===== config.mk =====
export PLATFORM = sky130hd
export DESIGN_NAME = dac_addr_driver
export DESIGN_NICKNAME = d
export VERILOG_FILES = /design/src/rtl/dac_drv_pkg.sv /design/src/rtl/dac_req_capture.sv /design/src/rtl/dac_phase_fsm.sv /design/src/rtl/dac_lane_mux.sv /design/src/rtl/dac_addr_driver.sv
export SDC_FILE = /design/constraint.sdc
export NUM_CORES = 1
export LEC_CHECK = 0
export BUFFER_PORTS_ARGS = -buffer_cell sky130_fd_sc_hd__buf_2
export CORE_ASPECT_RATIO = 0.8
export CORE_MARGIN = 5
export CORE_UTILIZATION = 47
export DETAILED_ROUTE_END_ITERATION = 8
export GPL_ROUTABILITY_DRIVEN = 0
export GPL_TIMING_DRIVEN = 0
export PLACE_DENSITY = 0.78
export SYNTH_ARGS = -nofsm -noshare
export SYNTH_HDL_FRONTEND = slang
export SYNTH_SLANG_ARGS = --single-unit

===== constraint.sdc =====
create_clock -name clk -period 1.7 [get_ports clk]
set_clock_uncertainty 0.05 [all_clocks]
set_input_delay 0.085 -clock clk [delete_from_list [all_inputs] [get_ports clk]]
set_output_delay 0.085 -clock clk [all_outputs]
set_load 0.005 [all_outputs]

===== src/rtl/dac_drv_pkg.sv =====
// Package: shared types and constants for the address-phase driver.
// Assumes a 4-bit bus command and a 64-bit address split into two halves.
package dac_drv_pkg;
    localparam int CMD_W = 4;
    localparam logic [CMD_W-1:0] DUAL_CMD = 4'b1101;
    localparam logic [CMD_W-1:0] PARK_CBE = 4'b1111;

    typedef enum logic [1:0] {
        ST_IDLE = 2'd0,
        ST_PH1  = 2'd1,
        ST_PH2  = 2'd2,
        ST_DATA = 2'd3
    } phase_e;
endpackage


===== src/rtl/dac_req_capture.sv =====
// Module: holds the address, command and width of the accepted request.
// Assumes load_i is only raised when the sequencer is idle; the held
// values stay frozen for the whole transaction.
module dac_req_capture
    import dac_drv_pkg::*;
#(
    parameter int ADDR_W = 64
) (
    input  logic              clk,
    input  logic              rst_n,
    input  logic              load_i,
    input  logic              busy_i,
    input  logic [ADDR_W-1:0] addr_i,
    input  logic [CMD_W-1:0]  cmd_i,
    input  logic              wide_i,
    output logic [ADDR_W-1:0] addr_q,
    output logic [CMD_W-1:0]  cmd_q,
    output logic              wide_q,
    output logic              dual_q
);
    localparam int HALF = ADDR_W / 2;

    // Register the request fields at the accepting edge.
    always_ff @(posedge clk) begin
        if (!rst_n) begin
            addr_q <= '0;
            cmd_q  <= '0;
            wide_q <= 1'b0;
        end else if (load_i) begin
            addr_q <= addr_i;
            cmd_q  <= cmd_i;
            wide_q <= wide_i;
        end
    end

    // A dual cycle is needed whenever the upper half is nonzero.
    always_comb dual_q = |addr_q[ADDR_W-1:HALF];


    held_stable_chk: assert property (@(posedge clk) disable iff (!rst_n)
        busy_i |=> ($stable(addr_q) && $stable(cmd_q) && $stable(wide_q)));
endmodule


===== src/rtl/dac_phase_fsm.sv =====
// Module: sequences idle, one or two address phases and the handoff cycle.
// Assumes dual_i is valid from the cycle after the accepting edge.
module dac_phase_fsm
    import dac_drv_pkg::*;
(
    input  logic   clk,
    input  logic   rst_n,
    input  logic   start_i,
    input  logic   dual_i,
    output phase_e state_o,
    output logic   load_o,
    output logic   busy_o,
    output logic   addr_phase_o,
    output logic   data_go_o
);
    phase_e nxt;

    // Accept a request only in idle.
    always_comb load_o = start_i && (state_o == ST_IDLE);

    // Next-state choice.
    always_comb begin
        nxt = state_o;
        unique case (state_o)
            ST_IDLE: if (start_i) nxt = ST_PH1;
            ST_PH1:  nxt = dual_i ? ST_PH2 : ST_DATA;
            ST_PH2:  nxt = ST_DATA;
            ST_DATA: nxt = ST_IDLE;
            default: nxt = ST_IDLE;
        endcase
    end

    // State register.
    always_ff @(posedge clk) begin
        if (!rst_n) state_o <= ST_IDLE;
        else        state_o <= nxt;
    end

    // Status decode.
    always_comb begin
        busy_o       = (state_o != ST_IDLE);
        addr_phase_o = (state_o == ST_PH1) || (state_o == ST_PH2);
        data_go_o    = (state_o == ST_DATA);
    end


    go_after_addr_chk: assert property (@(posedge clk) disable iff (!rst_n)
        data_go_o |-> $past(addr_phase_o));


    go_one_cycle_chk: assert property (@(posedge clk) disable iff (!rst_n)
        data_go_o |=> !data_go_o && !addr_phase_o);


    phase_from_start_chk: assert property (@(posedge clk) disable iff (!rst_n)
        (addr_phase_o && !$past(addr_phase_o)) |-> $past(start_i));
endmodule


===== src/rtl/dac_lane_mux.sv =====
// Module: places address and command values on the AD and C/BE lanes for
// the current phase. Assumes the held request fields do not change while
// a transaction is under way.
module dac_lane_mux
    import dac_drv_pkg::*;
#(
    parameter int ADDR_W = 64
) (
    input  logic              clk,
    input  logic              rst_n,
    input  phase_e            state_i,
    input  logic [ADDR_W-1:0] addr_q,
    input  logic [CMD_W-1:0]  cmd_q,
    input  logic              wide_q,
    input  logic              dual_q,
    output logic [ADDR_W-1:0] ad_o,
    output logic [2*CMD_W-1:0] cbe_o,
    output logic [1:0]        phase_cnt_o
);
    localparam int HALF = ADDR_W / 2;

    logic [HALF-1:0]  ad_lo, ad_hi;
    logic [CMD_W-1:0] cbe_lo, cbe_hi;
    logic             hi_live;

    // High lanes carry real content only in a wide dual cycle.
    always_comb hi_live = wide_q && dual_q;

    // Low-lane selection per phase.
    always_comb begin
        ad_lo  = '0;
        cbe_lo = PARK_CBE;
        unique case (state_i)
            ST_PH1: begin
                ad_lo  = addr_q[HALF-1:0];
                cbe_lo = dual_q ? DUAL_CMD : cmd_q;
            end
            ST_PH2: begin
                ad_lo  = addr_q[ADDR_W-1:HALF];
                cbe_lo = cmd_q;
            end
            default: ;
        endcase
    end

    // High-lane selection: upper half and command, or parked levels.
    always_comb begin
        ad_hi  = '0;
        cbe_hi = PARK_CBE;
        if (hi_live && (state_i == ST_PH1 || state_i == ST_PH2)) begin
            ad_hi  = addr_q[ADDR_W-1:HALF];
            cbe_hi = cmd_q;
        end
    end

    // Assemble the lanes and the phase count.
    always_comb begin
        ad_o        = {ad_hi, ad_lo};
        cbe_o       = {cbe_hi, cbe_lo};
        phase_cnt_o = (state_i != ST_DATA) ? 2'd0 : (dual_q ? 2'd2 : 2'd1);
    end


    sac_high_park_chk: assert property (@(posedge clk) disable iff (!rst_n)
        (state_i == ST_PH1 && !dual_q) |->
            (ad_o[ADDR_W-1:HALF] == '0 && cbe_o[2*CMD_W-1:CMD_W] == PARK_CBE));


    dual_first_code_chk: assert property (@(posedge clk) disable iff (!rst_n)
        (state_i == ST_PH2) |-> ($past(cbe_o[CMD_W-1:0]) == DUAL_CMD));


    wide_hi_hold_chk: assert property (@(posedge clk) disable iff (!rst_n)
        (state_i == ST_PH2 && wide_q) |->
            ($stable(ad_o[ADDR_W-1:HALF]) && $stable(cbe_o[2*CMD_W-1:CMD_W])));


    idle_lanes_chk: assert property (@(posedge clk) disable iff (!rst_n)
        (state_i == ST_IDLE) |-> (ad_o == '0 && cbe_o == '1 && phase_cnt_o == 2'd0));
endmodule


===== src/rtl/dac_addr_driver.sv =====
// Module: top of the address-phase driver. Chooses single or dual address
// cycles, drives the lanes for each phase and signals the data handoff.
// Assumes requests are held by the caller only as long as it wishes; a
// request seen outside idle is dropped.
module dac_addr_driver
    import dac_drv_pkg::*;
#(
    parameter int ADDR_W = 64
) (
    input  logic              clk,
    input  logic              rst_n,
    input  logic              start_i,
    input  logic [ADDR_W-1:0] addr_i,
    input  logic [3:0]        cmd_i,
    input  logic              wide_i,
    output logic [ADDR_W-1:0] ad_o,
    output logic [7:0]        cbe_o,
    output logic              addr_phase_o,
    output logic              data_go_o,
    output logic [1:0]        phase_cnt_o
);
    phase_e            state;
    logic              load, busy, dual_q, wide_q;
    logic [ADDR_W-1:0] addr_q;
    logic [CMD_W-1:0]  cmd_q;

    dac_phase_fsm u_fsm (
        .clk          (clk),
        .rst_n        (rst_n),
        .start_i      (start_i),
        .dual_i       (dual_q),
        .state_o      (state),
        .load_o       (load),
        .busy_o       (busy),
        .addr_phase_o (addr_phase_o),
        .data_go_o    (data_go_o)
    );

    dac_req_capture #(.ADDR_W(ADDR_W)) u_cap (
        .clk    (clk),
        .rst_n  (rst_n),
        .load_i (load),
        .busy_i (busy),
        .addr_i (addr_i),
        .cmd_i  (cmd_i),
        .wide_i (wide_i),
        .addr_q (addr_q),
        .cmd_q  (cmd_q),
        .wide_q (wide_q),
        .dual_q (dual_q)
    );

    dac_lane_mux #(.ADDR_W(ADDR_W)) u_mux (
        .clk         (clk),
        .rst_n       (rst_n),
        .state_i     (state),
        .addr_q      (addr_q),
        .cmd_q       (cmd_q),
        .wide_q      (wide_q),
        .dual_q      (dual_q),
        .ad_o        (ad_o),
        .cbe_o       (cbe_o),
        .phase_cnt_o (phase_cnt_o)
    );
endmodule


=== After elaboration in Yosys (flattened, before gate mapping) ===
Index checks and enable logic that the tools add are counted.

* Bits in registers: 71

* Equality and inequality tests: 5
* Mux-type cells: 10
* Reductions and logical operators: 6

{| class="wikitable"
|+ Operators by type and width
! kind !! number
|-
| 32-bit one-hot mux with 2 select lines || 1
|-
| 32-bit 2-to-1 mux || 1
|-
| 32-bit OR reduction || 1
|-
| 4-bit 2-to-1 mux || 2
|-
| 2-bit one-hot mux with 4 select lines || 1
|-
| 4-bit one-hot mux with 2 select lines || 1
|-
| 2-bit 2-to-1 mux || 3
|-
| 2-bit equality test, second input constant || 2
|-
| 2-bit inequality test, second input constant || 2
|-
| 1-bit logical AND || 3
|-
| 2-bit by 1-bit equality test with 1-bit output, second input constant || 1
|-
| 2-bit zero test || 1
|-
| 1-bit logical OR || 1
|-
| 1-bit 2-to-1 mux || 1
|}

=== Longest topological paths before layout ===
Gate-level depths: netlist (run 1).

* Depth after elaboration: 4
* Depth in mapped cells: 8

=== By module ===
From an unflattened synthesis (run 1), not the netlist that was laid out.

* Cells, all modules: 387
* Area, all modules: 3,651.0 um^2

{| class="wikitable"
|+ Modules (own cells, without submodules)
! module !! instances !! cells an instance !! area each (um^2)
|-
| dac_req_capture || 1 || 233 || 2,676.3
|-
| dac_lane_mux || 1 || 136 || 817.0
|-
| dac_phase_fsm || 1 || 18 || 157.7
|}

=== Worst setup path before layout (run 1) ===
OpenSTA, ideal clock, no wires.

* Kind: flip-flop to output port
* Start point: reg u_fsm.state_o[1]
* End point: out cbe_o[1]
* Data arrival time: 1.502 ns
* Data required time: 1.565 ns
* Path slack: 0.063 ns
* Stages on the path, launching flop included: 7
* Cells stage by stage: dfxtp_1 > inv_1 > ha_1 > clkbuf_1 > clkbuf_1 > nand2_1 > o311ai_0

* Cells in the longest elaborated chain, start to end: 2

{| class="wikitable"
|+ RTL lines
! item !! line !! text
|-
| start: declaration || dac_phase_fsm.sv:10 || <nowiki>output phase_e state_o,</nowiki>
|-
| start signal: assignment || dac_phase_fsm.sv:36 || <nowiki>else state_o <= nxt;</nowiki>
|-
| 2-bit equality test / 2-bit by 1-bit equality test with 1-bit output (equally long branches) || dac_lane_mux.sv:33 || <nowiki>unique case (state_i)</nowiki>
|-
| 4-bit one-hot mux with 2 select lines * || dac_lane_mux.sv:33 ||
|-
| end: declaration || dac_addr_driver.sv:17 || <nowiki>output logic [7:0] cbe_o,</nowiki>
|}

Mark *: on every way between the ends. The rest lies on a longest branch, timed or not.

=== Final worst setup path (run 1) ===
* Start point: reg u_cap.addr_q[37]
* End point: out ad_o[44]

* Cells in the longest elaborated chain, start to end: 4

{| class="wikitable"
|+ RTL lines
! item !! line !! text
|-
| start: declaration || dac_req_capture.sv:16 || <nowiki>output logic [ADDR_W-1:0] addr_q,</nowiki>
|-
| start signal: assignment || dac_req_capture.sv:30 || <nowiki>addr_q <= addr_i;</nowiki>
|-
| 32-bit OR reduction || dac_req_capture.sv:37 || <nowiki>always_comb dual_q = |addr_q[ADDR_W-1:HALF];</nowiki>
|-
| 1-bit logical AND || dac_lane_mux.sv:27 || <nowiki>always_comb hi_live = wide_q && dual_q;</nowiki>
|-
| 1-bit logical AND || dac_lane_mux.sv:50 || <nowiki>if (hi_live && (state_i == ST_PH1 || state_i == ST_PH2)) begin</nowiki>
|-
| 32-bit 2-to-1 mux || dac_lane_mux.sv:50 ||
|-
| end: declaration || dac_addr_driver.sv:16 || <nowiki>output logic [ADDR_W-1:0] ad_o,</nowiki>
|}

Every way passes these cells.

==> flow_summary.ini, run 1 <==
[run_status]
status = finished, violations left
failed_checks = setup timing

[place]
post-place-ws_ns = -0.4318
placed_cells = 708
port_buffers = 146
hpwl_mm = 8.486

[layout]
nFillCells = 460
instances_no_fill = 810
drive_gt1_frac = 0.4043
nets = 777
mostFrequentLayoutCells = buf_2, nand2_1, a21boi_0, dlygate4sd3_1, dfxtp_1
layout_commonest_cell = buf_2
fin_util = 0.8297
syn2layout_area_growth_pct = 71.96
num_antenna_cells = 0

[hold_path]
holdPathStages = 4
hold_path_class = in2reg

[sta]
fin_setup_tns_ns = -23.31
rsz0062_at_grt = true
finalMaxSlewViolations = 0
fin_crit_sh = 1.300
finalSetupViolCount = 74
slew_headroom = 0.6700
final_hold_viol_count = 0
tightest_slew_ns = 0.4950
fin_ws_ns = -0.5101
period_minus_slack_ns = 2.210
fin_hold_ws_ns = 0.1354
fmax_ghz = 0.4525

[cts]
h-tree-depth = 3
clock-sinks = 71
worstSkewPairLatency_ns = 0.36
path_clk_slew_ns = 0.08
clock-root-buffer = clkbuf_8
cts_tree = done
clockBufferDepth = 2
cts_buffers = 9

[pwr]
power_leakage_nw = 2.603
combPwrFrac = 0.543
ir_worst_vdd_mv = 0.7719
power_density_nw_per_um2 = 1377
switchingPower_mw = 3.285
clock_power_share = 0.178
internal_power_mw = 5.200
p_seq_frac = 0.279
netSwitchingFraction = 0.3871

[synthesis]
syn_avg_cell_area_um2 = 7.841
ys_ff_latch = 71
synth_xor_xnor_area_share = 0
synthMuxAreaShare = 0.002793
postSynthCellCount = 457
yosys.area_share.simple = 0.3041
yosysWarnings = 0
syn_nets = 534
seq_area_frac_synth = 0.3966
syn_area_um2 = 3583
synth_cell_types = 26
synth_fa_ha_area_frac = 0.01746
synth_top_family_by_area = simple AND/OR/NAND/NOR gates
synth-compound-area-share = 0.2297

[grt]
met3_usage = 0.06927
antenna_found_initial = 0
grt_most_used_layer = met2
grt_start_max_net_pins = 20
grt.met2_usage = 0.5423
grt_pass1_vias = 4466
grt_pass1_wl_mm = 22.79
use_met1 = 0.3668
overflow = 0
track_usage = 0.3113

[setup_path]
critPathRequiredTime_ns = 1.56
crit_arrival_ns = 2.08
crit_fanout = 10
worstSetupPathType = reg2out
cp-end-kind = output pin
r2r_cells = 6
start_kind = register

[drt]
wl_mm = 15.38
via_per_inst = 5.417
antenna_left = 0
drt_iter0_drc = 295
wl_per_cell_um = 18.99
drt_first_pass_iters = 6
drc = 0
num_vias = 4388

[die]
dieArea_um2 = 9482
fp.dieH_um = 88.10
fp.coreArea_um2 = 7427
io_pins = 148
fp.dieW_um = 107.6
rows = 28
start_util = 0.4825

[flow_run]
drv_cap = 0
==> stage by stage <==
stage | area [µm²] | power [mW]
4_1_cts | 6008 | 7.844
2_1_floorplan | 3583 | 3.820
5_1_grt | 6162 | 8.823
3_5_place_dp | 4446 | 4.756
6_report | 6162 | 8.485
3_3_place_gp | 4446 | 4.663
==> power groups by stage <==
stage / clock network, mW / registers (mW) / logic [mW]
floorplan: 0 / 2.18 / 1.64
global placement: 0 / 2.25 / 2.41
detailed placement: 0 / 2.27 / 2.49
CTS: 1.51 / 2.31 / 4.02
global route: 1.59 / 2.39 / 4.84
finish: 1.51 / 2.36 / 4.61
==> critical path, stage by stage, from the launching register on <==
cell     delay, ns
dfxtp_1       0.37
nor4_2        0.37
nand4_1       0.20
o211a_4       0.33
buf_6         0.15
and2_1        0.17
buf_2         0.13
==> path summary, 6_finish.rpt <==
kind	to	slack (ns)	start
worst max register to register	u_cap.addr_q[22]	0.09	u_fsm.state_o[0]
worst min register to register	u_cap.addr_q[27]	0.43	u_cap.addr_q[27]
worst min-delay path	u_fsm.state_o[1]	0.14	start_i
worst max-delay path	ad_o[44]	-0.51	u_cap.addr_q[37]
==> logic make-up (layout without fill, tap and decap cells) <==
kind of cell | count (synthesis) | in the layout
AOI/OAI and AO/OA | 110 | 110
adders and majority gates | 5 | 5
buffers and inverters | 40 | 288
DFF | 71 | 71
muxes | 1 | 1
and+or+nand+nor | 230 | 230
==> layout make-up <==
| type | instances | area (µm²) | area share |
|---|---|---|---|
| clock inverters | 7 | 97.59 | 0.01584 |
| clock buffers | 9 | 123.9 | 0.02010 |
| well taps | 105 | 131.4 | 0.02132 |
| multi-input cells | 346 | 2361 | 0.3831 |
| plain buffers | 33 | 307.8 | 0.04995 |
| inverters | 2 | 15.01 | 0.002437 |
| flip-flops and latches | 71 | 1436 | 0.2331 |
| repair buffers | 237 | 1689 | 0.2741 |
==> cell usage after synthesis <==
library cell	count	area, µm²
a21boi_0	69	518.0
a21oi_1	1	5.000
a22o_1	1	8.760
a22oi_1	32	240.2
and2_1	30	187.7
and2_2	2	15.01
and2_4	2	17.52
and3_1	1	6.260
buf_1	4	15.01
buf_2	3	15.01
buf_6	3	33.78
clkbuf_1	28	105.1
dfxtp_1	71	1421
ha_1	5	62.56
inv_1	2	7.510
mux2i_1	1	10.01
nand2_1	142	533.0
nand3_1	3	15.01
nand4_1	2	12.51
nor2_1	1	3.750
nor2b_1	35	219.0
nor4_1	8	50.05
o211a_4	1	17.52
o21ai_0	5	25.02
o311ai_0	1	8.760
or2b_1	4	30.03
==> repair_timing <==
item,in CTS,in global routing
resized for setup,121,44
buffers inserted,12,3
hold buffers,69,0
endpoints found under the setup margin,138,131
pin swaps,32,12
hold endpoints to repair,69,0
gates cloned,6,1
==> metal layers <==
layer | share of wire | routed length (µm) | vias to the layer above
met3 | 0.079 | 1213 | 80
met4 | 0.043 | 658 | 0
met2 | 0.49 | 7534 | 258
met5 | 0 | 0 | -
met1 | 0.39 | 5977 | 2044
li1 | - | - | 2006
==> sequential cells by signal, indices dropped and copies added (netlist names) <==
name and cells:
u_cap.cmd_q 4, u_cap.wide_q 1, u_fsm.state_o 2, u_cap.addr_q 64
Power figures use the tool's default switching activity.
==> run 2: changes to the inputs <==
--- a/config.mk
+++ b/config.mk
@@ -13,6 +13,7 @@
 export GPL_ROUTABILITY_DRIVEN = 0
 export GPL_TIMING_DRIVEN = 0
 export PLACE_DENSITY = 0.78
+export SETUP_SLACK_MARGIN = 0.5
 export SYNTH_ARGS = -nofsm -noshare
 export SYNTH_HDL_FRONTEND = slang
 export SYNTH_SLANG_ARGS = --single-unit
==> flow_summary.ini, run 2 <==
[run_status]
status = aborted with a tool error
lastStage = global routing (5_1_grt)
firstError = [ERROR GRT-0232] Routing congestion too high. Check the congestion heatmap in the GUI.

[synthesis]
ys_top_cells_by_count = nand2_1, dfxtp_1, a21boi_0
syn_avg_cell_area_um2 = 7.841
ys.flop_type = dfxtp_1
synth_most_common_cell = nand2_1
syn_nets = 534
synth_top_area_cell = dfxtp_1
seq_area_frac_synth = 0.3966
synthArstFlopShare = 0
synth_top_area_share = 0.3966
ys_ff_latch = 71
synth_edf_count = 0
postSynthCellCount = 457
yosysWarnings = 0
syn_area_um2 = 3583
synth_area_leaders = dfxtp_1, nand2_1, a21boi_0, a22oi_1, nor2b_1
synth_cell_types = 26

[place]
port_buffers = 146
placed_cells = 708
hpwl_mm = 8.646

[grt]
overflow = 533
track_usage = 0.8741
antenna_found_initial = 4
grt_start_max_net_pins = 13

[die]
io_pins = 148
rows = 28
start_util = 0.4825
fp.dieH_um = 88.10
fp.dieW_um = 107.6

[cts]
cts_buffers = 9
h-tree-depth = 3
clock-sinks = 71
clock-root-buffer = clkbuf_8
clockBufferDepth = 2

[sta]
worst_path_end_type = primary output
crit_endpoint = ad_o[51]
==> run 2: repair_timing <==
action                                  4_1_cts
endpoints found under the hold margin        69
gates cloned                                  2
hold buffers                                 69
endpoints found under the setup margin      147
buffers inserted                              9
gates resized for setup                      72
pin swaps                                    10
==> run 2: kinds of logic after synthesis <==
kind of cell               share of synthesized area
and+or+nand+nor                               0.3041
DFF                                           0.3966
AOI/OAI and AO/OA                             0.2297
buffers and inverters                        0.04923
adders and majority gates                    0.01746
muxes                                       0.002793
==> run 2: stage by stage <==
step / worst slack, ns / TNS (ns) / instance area [µm²] / hold slack, ns
after floorplan: 0.2402 / 0 / 4098 / 0.1691
after global placement: -0.3316 / -11.94 / 4960 / 0.2785
after detailed placement: -0.2820 / -9.849 / 4960 / 0.2843
after CTS: -0.4809 / -22.29 / 6394 / 0.09222
==> run 2: layer usage <==
layer / GRT usage / GRT overflow
met1: 0.7780 / 0
met2: 1.131 / 351
met3: 0.6809 / 2
met4: 1.063 / 180
met5: 0.1327 / 0
==> run 3: changes to the inputs <==
--- a/config.mk
+++ b/config.mk
@@ -6,14 +6,12 @@
 export NUM_CORES = 1
 export LEC_CHECK = 0
 export BUFFER_PORTS_ARGS = -buffer_cell sky130_fd_sc_hd__buf_2
-export CORE_ASPECT_RATIO = 0.8
 export CORE_MARGIN = 5
-export CORE_UTILIZATION = 47
+export CORE_UTILIZATION = 32
 export DETAILED_ROUTE_END_ITERATION = 8
 export GPL_ROUTABILITY_DRIVEN = 0
 export GPL_TIMING_DRIVEN = 0
-export PLACE_DENSITY = 0.78
-export SETUP_SLACK_MARGIN = 0.5
+export PLACE_DENSITY_LB_ADDON = 0.15
 export SYNTH_ARGS = -nofsm -noshare
 export SYNTH_HDL_FRONTEND = slang
 export SYNTH_SLANG_ARGS = --single-unit
==> flow_summary.ini, run 3 (synthesis results as in run 1) <==
[run_status]
status = finished, violations left
failed_checks = setup timing

[setup_path]
crit_arrival_ns = 2.03
crit_fanout = 10
r2r_cells = 6
worstSetupPathType = reg2out
cp-end-kind = output pin
crit_start = u_cap.addr_q[45]
start_kind = register
critPathRequiredTime_ns = 1.56
r2r_start = u_fsm.state_o[0]

[layout]
largestRegisters = u_cap.addr_q x64, u_cap.cmd_q x4, u_fsm.state_o x2
nets = 780
fin_area_um2 = 6382
top_register = u_cap.addr_q
drive_gt1_frac = 0.4280
fin_util = 0.5862
instances_no_fill = 848
num_antenna_cells = 0
layout_commonest_cell = nand2_1
largest_register_ff_count = 64
syn2layout_area_growth_pct = 78.11
mostFrequentLayoutCells = nand2_1, buf_2, a21boi_0, dlygate4sd3_1, dfxtp_1

[sta]
fin_setup_tns_ns = -20.47
period_minus_slack_ns = 2.167
slew_headroom = 0.6877
final_hold_viol_count = 0
fin_crit_sh = 1.275
finalMaxSlewViolations = 0
tightest_slew_ns = 0.4684
fin_ws_ns = -0.4673
fmax_ghz = 0.4614
rsz0062_at_grt = true
finalSetupViolCount = 73

[drt]
wl_per_cell_um = 15.72
met2_wirelength_mm = 6.523
drt_iter0_drc = 114
via_per_inst = 4.708
num_vias = 3992
wl_mm = 13.33
antenna_left = 0
drt_first_pass_iters = 4
drc = 0
wl_met3_um = 962
top_layer_used = met4
drt-met1-wl_mm = 5.699

[pwr]
switchingPower_mw = 3.132
ir_worst_vdd_mv = 0.6928
netSwitchingFraction = 0.3726
power_leakage_nw = 2.668
clock_power_share = 0.156
p_seq_frac = 0.281
power_density_nw_per_um2 = 1317
internal_power_mw = 5.273
combPwrFrac = 0.563

[place]
port_buffers = 146
hpwl_mm = 9.132
place_area_um2 = 4489
placed_cells = 743

[die]
io_pins = 148
dieArea_um2 = 13410
fp.dieW_um = 115.8
fp.dieH_um = 115.8
fp.coreArea_um2 = 10890
start_util = 0.3291
rows = 38

[cts]
clock-root-buffer = clkbuf_8
clockBufferDepth = 2
h-tree-depth = 3
worstSkewPairLatency_ns = 0.34
path_clk_slew_ns = 0.07
cts_buffers = 9
clock-sinks = 71
cts_tree = done

[flow_run]
drv_cap = 0

[grt]
overflow = 0
antenna_found_initial = 0
grt_pass1_wl_mm = 20.76
grt_pass1_vias = 4037
grt_start_max_net_pins = 20
track_usage = 0.1987

[hold_path]
holdPathStages = 4
holdCritStartpoint = start_i
hold_path_class = in2reg
## run 3: critical path: stages (launching register included)
cell and delay [ns]:
dfxtp_2 0.36, nor4_4 0.31, nand4_1 0.12, buf_4 0.19
o211a_4 0.29, buf_8 0.14, and2_1 0.15, buf_2 0.13
## run 3: path summary, 6_finish.rpt
check / end / slack (ns)
worst min-delay path: u_fsm.state_o[1] / 0.09
worst max register to register: u_cap.addr_q[52] / 0.10
worst max-delay path: ad_o[40] / -0.47
worst min register to register: u_cap.addr_q[24] / 0.42
## run 3: per-stage QoR
stage,total power [mW],hold WS (ns),setup slack (ns)
floorplan,3.820,0.1799,0.06256
global placement,4.792,0.2878,-0.5322
detailed placement,4.844,0.2925,-0.5770
CTS,7.934,0.07210,-0.4619
global route,8.915,0.08011,-0.5604
finish,8.404,0.09211,-0.4673
## run 3: timing repair
action / 4_1_cts / 5_1_grt
hold endpoints to repair: 69 / 0
resized for setup: 122 / 76
hold buffers: 69 / 0
pin swaps: 15 / 9
setup endpoints to repair: 142 / 103
setup buffers: 12 / 6
gates cloned: 6 / 0
## run 3: layout make-up
class	count	area, µm²
fillers	996	4506
multi-input cells	347	2486
repair buffers	238	1717
flip-flops and latches	71	1448
plain buffers	34	351.6
well taps	140	175.2
clock buffers	12	145.1
clock inverters	4	45.04
inverters	2	15.01
## run 3: per-layer routing
metal  vias up  GRT usage
li1       2018          -
met1      1835     0.2527
met2       125     0.3383
met3        14    0.05065
met4         0    0.04795
met5         -          0
## run 3: power groups by stage
stage                     combinational [mW]  clock [mW]  sequential (mW)
final                                   4.73        1.31             2.36
after global routing                    5.09        1.42             2.40
after CTS                               4.24        1.36             2.33
after detailed placement                2.57           0             2.27
after global placement                  2.53           0             2.26
after floorplan                         1.64           0             2.18
